## config.mk

```make
export PLATFORM = sky130hd
export DESIGN_NAME = lcb_line_builder
export DESIGN_NICKNAME = d
export VERILOG_FILES = /design/src/rtl/lcb_pkg.sv /design/src/rtl/lcb_byte_span.sv /design/src/rtl/lcb_byte_place.sv /design/src/rtl/lcb_atom_list.sv /design/src/rtl/lcb_line_builder.sv
export SDC_FILE = /design/constraint.sdc
export NUM_CORES = 2
export LEC_CHECK = 0
export BUFFER_PORTS_ARGS = -buffer_cell sky130_fd_sc_hd__buf_2
export CAP_MARGIN = 10
export CORE_ASPECT_RATIO = 1.4
export CORE_UTILIZATION = 25
export CTS_BUF_LIST = sky130_fd_sc_hd__clkbuf_4 sky130_fd_sc_hd__clkbuf_8
export CTS_CLUSTER_SIZE = 40
export DETAILED_ROUTE_END_ITERATION = 7
export GPL_TIMING_DRIVEN = 0
export PLACE_DENSITY_LB_ADDON = 0.1
export SLEW_MARGIN = 10
export SYNTH_ARGS = -nofsm -noshare
export SYNTH_HDL_FRONTEND = slang
export SYNTH_SLANG_ARGS = --single-unit
```

## constraint.sdc

```tcl
create_clock -name clk -period 4.5 [get_ports clk]
set_input_delay 0.225 -clock clk [delete_from_list [all_inputs] [get_ports clk]]
set_output_delay 0.225 -clock clk [all_outputs]
set_load 0.03 [all_outputs]
```

## src/rtl/lcb_pkg.sv

```systemverilog
package lcb_pkg;

    typedef enum logic [1:0] {
        KIND_READ   = 2'd0,
        KIND_WRITE  = 2'd1,
        KIND_ATOMIC = 2'd2,
        KIND_IFETCH = 2'd3
    } member_kind_e;

    typedef enum logic [1:0] {
        ST_IDLE  = 2'd0,
        ST_MERGE = 2'd1,
        ST_EMIT  = 2'd2
    } build_state_e;

endpackage

```

## src/rtl/lcb_byte_span.sv

```systemverilog
// Marks the line bytes covered by one member: offset .. offset+size-1,
// size clamped to MAX_BYTES, nothing past the last line byte.
module lcb_byte_span #(
    parameter int LINE_BYTES = 64,
    parameter int MAX_BYTES  = 8,
    parameter int SIZE_W     = 4,
    localparam int OFF_W     = $clog2(LINE_BYTES)
) (
    input  logic [OFF_W-1:0]      offset,
    input  logic [SIZE_W-1:0]     size,
    output logic [LINE_BYTES-1:0] span
);

    logic [SIZE_W-1:0] eff_size;

    assign eff_size = (size > SIZE_W'(MAX_BYTES)) ? SIZE_W'(MAX_BYTES) : size;

    for (genvar b = 0; b < LINE_BYTES; b++) begin : g_byte
        localparam int BI = b;
        assign span[b] = (BI >= int'(offset)) &&
                         ((BI - int'(offset)) < int'(eff_size));
    end

endmodule

```

## src/rtl/lcb_byte_place.sv

```systemverilog
// Rotates member data so that its byte j lands on line byte offset+j.
// Only the bytes flagged by the span are ever used downstream.
module lcb_byte_place #(
    parameter int LINE_BYTES = 64,
    parameter int MAX_BYTES  = 8,
    localparam int IDX_W     = $clog2(MAX_BYTES)
) (
    input  logic [IDX_W-1:0]        low_off,
    input  logic [MAX_BYTES*8-1:0]  data,
    output logic [LINE_BYTES*8-1:0] line
);

    for (genvar b = 0; b < LINE_BYTES; b++) begin : g_lane
        logic [IDX_W-1:0] idx;
        assign idx = IDX_W'(b) - low_off;
        assign line[b*8 +: 8] = data[{idx, 3'b000} +: 8];
    end

endmodule

```

## src/rtl/lcb_atom_list.sv

```systemverilog
// Ordered list of atomic (offset, opcode) entries with a fill counter.
module lcb_atom_list #(
    parameter int DEPTH = 16,
    parameter int OFF_W = 6,
    parameter int OP_W  = 4,
    localparam int CNT_W = $clog2(DEPTH + 1)
) (
    input  logic               clk,
    input  logic               rst_n,
    input  logic               clear,
    input  logic               push,
    input  logic [OFF_W-1:0]   push_off,
    input  logic [OP_W-1:0]    push_op,
    output logic [CNT_W-1:0]   count,
    output logic               full,
    output logic [DEPTH*OFF_W-1:0] offs,
    output logic [DEPTH*OP_W-1:0]  ops
);

    logic [CNT_W-1:0] count_q;

    assign count = count_q;
    assign full  = (count_q == CNT_W'(DEPTH));

    always_ff @(posedge clk) begin
        if (!rst_n || clear) begin
            count_q <= '0;
        end else if (push && !full) begin
            count_q <= count_q + 1'b1;
        end
    end

    for (genvar i = 0; i < DEPTH; i++) begin : g_entry
        logic [OFF_W-1:0] off_q;
        logic [OP_W-1:0]  op_q;

        always_ff @(posedge clk) begin
            if (!rst_n || clear) begin
                off_q <= '0;
                op_q  <= '0;
            end else if (push && !full && (count_q == CNT_W'(i))) begin
                off_q <= push_off;
                op_q  <= push_op;
            end
        end

        assign offs[i*OFF_W +: OFF_W] = off_q;
        assign ops[i*OP_W +: OP_W]    = op_q;
    end

endmodule

```

## src/rtl/lcb_line_builder.sv

```systemverilog
module lcb_line_builder
    import lcb_pkg::*;
#(
    parameter int LINE_BYTES = 64,
    parameter int ADDR_W     = 32,
    parameter int MAX_BYTES  = 8,
    parameter int SIZE_W     = 4,
    parameter int ATOM_DEPTH = 16,
    parameter int OP_W       = 4,
    parameter int SEQ_W      = 8,
    localparam int OFF_W     = $clog2(LINE_BYTES),
    localparam int IDX_W     = $clog2(MAX_BYTES),
    localparam int CNT_W     = $clog2(ATOM_DEPTH + 1),
    localparam int LINE_BITS = LINE_BYTES * 8
) (
    input  logic                      clk,
    input  logic                      rst_n,
    input  logic                      in_valid,
    input  logic [1:0]                in_kind,
    input  logic [ADDR_W-1:0]         in_addr,
    input  logic [SIZE_W-1:0]         in_size,
    input  logic [MAX_BYTES*8-1:0]    in_data,
    input  logic [OP_W-1:0]           in_op,
    input  logic                      in_last,
    input  logic [SEQ_W-1:0]          in_seq,
    output logic                      out_valid,
    output logic [ADDR_W-1:0]         out_line_addr,
    output logic [SEQ_W-1:0]          out_seq,
    output logic [LINE_BYTES-1:0]     out_mask,
    output logic [LINE_BITS-1:0]      out_data,
    output logic [CNT_W-1:0]          out_atom_count,
    output logic [ATOM_DEPTH*OFF_W-1:0] out_atom_offs,
    output logic [ATOM_DEPTH*OP_W-1:0]  out_atom_ops,
    output logic                      out_err_ifetch,
    output logic                      out_err_ovf
);

    build_state_e state_q, state_d;
    member_kind_e kind;

    logic                  accept;
    logic                  first_mem;
    logic                  clear_acc;
    logic [OFF_W-1:0]      mem_off;
    logic [LINE_BYTES-1:0] span;
    logic [LINE_BYTES-1:0] mask_add;
    logic [LINE_BITS-1:0]  placed;
    logic [LINE_BITS-1:0]  lane_en;
    logic                  atom_push;
    logic                  atom_full;

    logic [ADDR_W-1:0]     line_q;
    logic [SEQ_W-1:0]      seq_q;
    logic [LINE_BYTES-1:0] mask_q;
    logic [LINE_BITS-1:0]  data_q;
    logic                  ifetch_q;
    logic                  ovf_q;

    assign kind      = member_kind_e'(in_kind);
    assign accept    = in_valid && (state_q != ST_EMIT);
    assign first_mem = (state_q == ST_IDLE);
    assign clear_acc = (state_q == ST_EMIT);
    assign mem_off   = in_addr[OFF_W-1:0];
    assign mask_add  = (kind == KIND_IFETCH) ? '0 : span;
    assign atom_push = accept && (kind == KIND_ATOMIC);

    lcb_byte_span #(
        .LINE_BYTES (LINE_BYTES),
        .MAX_BYTES  (MAX_BYTES),
        .SIZE_W     (SIZE_W)
    ) u_span (
        .offset (mem_off),
        .size   (in_size),
        .span   (span)
    );

    lcb_byte_place #(
        .LINE_BYTES (LINE_BYTES),
        .MAX_BYTES  (MAX_BYTES)
    ) u_place (
        .low_off (in_addr[IDX_W-1:0]),
        .data    (in_data),
        .line    (placed)
    );

    lcb_atom_list #(
        .DEPTH (ATOM_DEPTH),
        .OFF_W (OFF_W),
        .OP_W  (OP_W)
    ) u_atoms (
        .clk      (clk),
        .rst_n    (rst_n),
        .clear    (clear_acc),
        .push     (atom_push),
        .push_off (mem_off),
        .push_op  (in_op),
        .count    (out_atom_count),
        .full     (atom_full),
        .offs     (out_atom_offs),
        .ops      (out_atom_ops)
    );

    for (genvar b = 0; b < LINE_BYTES; b++) begin : g_lane_en
        assign lane_en[b*8 +: 8] = {8{span[b]}};
    end

    // State register.
    always_ff @(posedge clk) begin
        if (!rst_n) begin
            state_q <= ST_IDLE;
        end else begin
            state_q <= state_d;
        end
    end

    // Transitions.
    always_comb begin
        state_d = state_q;
        unique case (state_q)
            ST_IDLE: begin
                if (in_valid) begin
                    state_d = in_last ? ST_EMIT : ST_MERGE;
                end
            end
            ST_MERGE: begin
                if (in_valid && in_last) begin
                    state_d = ST_EMIT;
                end
            end
            ST_EMIT: begin
                state_d = ST_IDLE;
            end
            default: begin
                state_d = ST_IDLE;
            end
        endcase
    end

    // Accumulation.
    always_ff @(posedge clk) begin
        if (!rst_n || clear_acc) begin
            line_q   <= '0;
            seq_q    <= '0;
            mask_q   <= '0;
            data_q   <= '0;
            ifetch_q <= 1'b0;
            ovf_q    <= 1'b0;
        end else if (accept) begin
            if (first_mem) begin
                line_q <= {in_addr[ADDR_W-1:OFF_W], {OFF_W{1'b0}}};
                seq_q  <= in_seq;
            end
            mask_q <= mask_q | mask_add;
            if (kind == KIND_WRITE) begin
                data_q <= (data_q & ~lane_en) | (placed & lane_en);
            end
            if (kind == KIND_IFETCH) begin
                ifetch_q <= 1'b1;
            end
            if (atom_push && atom_full) begin
                ovf_q <= 1'b1;
            end
        end
    end

    // Outputs.
    always_comb begin
        out_valid      = (state_q == ST_EMIT);
        out_line_addr  = line_q;
        out_seq        = seq_q;
        out_mask       = mask_q;
        out_data       = data_q;
        out_err_ifetch = ifetch_q;
        out_err_ovf    = ovf_q;
    end

endmodule

```

==> results.json <==
{
  "slowest_stage": "a21oi_1",
  "fin_crit_sh": 0.992,
  "vias_per_cell": 4.98,
  "startpoint_type": "input pin",
  "yosysSeqAreaShare": 0.450,
  "timing.final.ws_setup_ns": 0.0373,
  "antenna_found_initial": 40,
  "nets": 4963,
  "min_period_ns": 4.46,
  "yosys_register_bits": 779,
  "crit_chain": "buf_2 > buf_2 > inv_1 > buf_1 > clkbuf_1 > ha_1 > clkbuf_1 > a21oi_1 > a21oi_1 > a211oi_1",
  "combinationalPowerShare": 0.162,
  "p_seq_frac": 0.417,
  "async_flop_share": 0,
  "synth_ff_type": "dfxtp_1",
  "port_buffers": 895,
  "criticalPathCategory": "input pin to flip-flop",
  "routed_wl_um": 200000,
  "report.final.slew_viol_count": 0,
  "place_congestion": 0.968,
  "initial_core_util": 0.252,
  "clk_pin_slew_ns": 0.06,
  "cts_root_buf": "clkbuf_8",
  "dpl_worst_slack_ns": -2.03,
  "postLayoutCellArea_um2": 45100,
  "ant_nets": 0,
  "switching_share": 0.312,
  "yosysUniqueCellTypes": 98,
  "maxCapViolations": 0,
  "grt_max_degree": 17,
  "p_per_area_nw_per_um2": 376,
  "synth_top_area_share": 0.450,
  "rsz0062_at_grt": "no",
  "drcViolationCount": 0,
  "p_leak_nw": 21.4,
  "syn-cell-area_um2": 34600,
  "end_kind": "flip-flop",
  "wire_per_inst_um": 29.9,
  "die_area_um2": 140000,
  "row_count": 161,
  "synth_largest_area_cell": "dfxtp_1",
  "h-tree-depth": 4,
  "clockBufferDepth": 3,
  "cts_buffers": 140,
  "ys_warn_count": 0,
  "overflow": 0,
  "cts.sinks": 779,
  "hold_viol_final": 0,
  "pwr-share-clk": 0.420,
  "io_pins": 902,
  "grt_use_total": 0.277,
  "grt_pass1_wl_um": 270000,
  "synth_area_leaders": "dfxtp_1, mux2i_1, nand2_1",
  "drive_above_1_share": 0.288,
  "fin_skew_ns": 0.0475,
  "max_slew.worst_pin.slew_ns": 1.32,
  "insertion_delay_ns": 0.89,
  "cp.arrival_ns": 5.16,
  "fmax_mhz": 224,
  "crit_required_ns": 5.20,
  "synth_edf_count": 0,
  "p_sw_mw": 5.29,
  "fp.dieW_um": 317,
  "postSynthCellCount": 3685,
  "critical_path.top_delay_family": "buffers and inverters",
  "cts_tree": "built",
  "finalSetupViolCount": 0,
  "vias": 33300,
  "avgSynthCellArea_um2": 9.40,
  "die_h_um": 442,
  "drtIter0Drc": 2144,
  "grt_pass1_vias": 32400,
  "final_cells": 6684,
  "ir_worst_vdd_mv": 0.277,
  "cellInternalPower_mw": 11.7,
  "crit_fanout": 14,
  "dp_hpwl_um": 157000,
  "area_delta_synth_final_pct": 30.1,
  "fin_hold_ws_ns": 0.112,
  "core_area_um2": 137000,
  "crit_buf_inv": 6,
  "max_stage_delay_ns": 0.99,
  "min_path_type": "input pin to flip-flop",
  "relSlewSlack": 0.114,
  "setup-tns-final_ns": 0,
  "status": "completed",
  "dr.pass1.iters": 7,
  "dp_cells": 6382,
  "placed_cell_area_um2": 41500
}
==> cell usage in the layout, fill, tap and decap left out, drive strengths merged, types with 23 or more instances in the layout <==
master,instances
nand2,732
a31oi,34
a211oi,65
mux4,87
dlygate4sd3,51
clkbuf,389
mux2i,524
inv,51
dfxtp,779
nor3,23
o21a,36
nor2,359
o21ai,81
nand3,94
buf,1007
ha,61
a21oi,143
nand2b,23
==> timing repair <==
item / 4_1_cts / 5_1_grt
hold buffers: 51 / 0
pin swaps: 3 / 1
setup buffers: 2 / 3
endpoints found under the setup margin: 374 / 186
gates cloned: 0 / 0
hold endpoints to repair: 67 / 0
gates resized for setup: 21 / 13
==> synth_stat cells, types with 13 or more instances <==
cell type / instances
nor3_1: 20
a31oi_1: 34
nor2b_1: 18
nand2_1: 731
ha_1: 61
nand2b_1: 22
a21oi_1: 141
inv_1: 43
and2_1: 15
nor2_1: 355
xnor2_1: 22
o221a_2: 19
buf_1: 24
o22ai_1: 13
mux4_2: 87
o21ai_0: 77
clkbuf_1: 178
nand3_1: 90
a211oi_1: 61
dfxtp_1: 779
buf_2: 65
buf_4: 13
mux2i_1: 524
and3_1: 20
o21a_1: 36
==> power by group through the flow <==
| stage | Combinational (mW) | Clock, mW | Sequential, mW |
|---|---|---|---|
| after floorplan | 1.23 | 0 | 7.43 |
| after global placement | 2.67 | 0 | 7.22 |
| after detailed placement | 2.68 | 0 | 7.22 |
| after CTS | 2.74 | 7.33 | 7.07 |
| after global routing | 2.87 | 7.59 | 7.08 |
| final | 2.75 | 7.12 | 7.07 |
==> kinds of logic (layout without fill, tap and decap cells) <==
group                      Yosys count  count (layout)  synth area share
DFF                                779             779             0.450
other                                1              22          0.000108
muxes                              611             611             0.208
and+or+nand+nor                   1336            1336             0.164
buffers and inverters              330            1515            0.0397
AOI/OAI and AO/OA                  541             541             0.109
xor gates and xnor gates            25              25           0.00632
adders and majority gates           62              62            0.0223
==> per-stage QoR <==
step                      total power [mW]   util
final                                 16.9  0.328
after global routing                  17.5  0.328
after CTS                             17.2  0.327
after detailed placement              9.91  0.302
after global placement                9.89  0.301
after floorplan                       8.66      -
==> worst reg2reg max path: cells and delay by family (launching register included) <==
kind	cells	cell delay, ns
AND/OR/NAND/NOR	3	1.94
buffers and inverters	2	1.03
flip-flops	1	0.37
multiplexers	1	0.37
==> worst paths after layout <==
path | start | end | slack (ns) | cells after the start
worst max-delay path | in_addr[5] | flip-flop | 0.04 | 10
worst min-delay path | in_addr[24] | out_line_addr[24] | 0.11 | 4
worst max register to register | state_q[0] | flip-flop | 0.70 | 6
worst min register to register | out_mask[44] | out_mask[44] | 0.44 | 2
==> layout make-up <==
class	count	area, um2
antenna	16	40.0
buffer	278	1200
clock buffer	214	2690
clock inverter	19	193
fill	14700	92300
inverter	49	194
multi-input combinational	2581	17800
sequential	779	15600
tap	1793	2240
timing repair buffer	955	5100
==> metal layers <==
layer,up-vias,global-route usage,wire [um]
met4,14,0.133,9770
met5,-,0,96
li1,15100,-,-
met3,340,0.0922,17200
met2,1415,0.489,100000
met1,16400,0.291,72400
No activity file was read; power rests on OpenSTA's default activity.
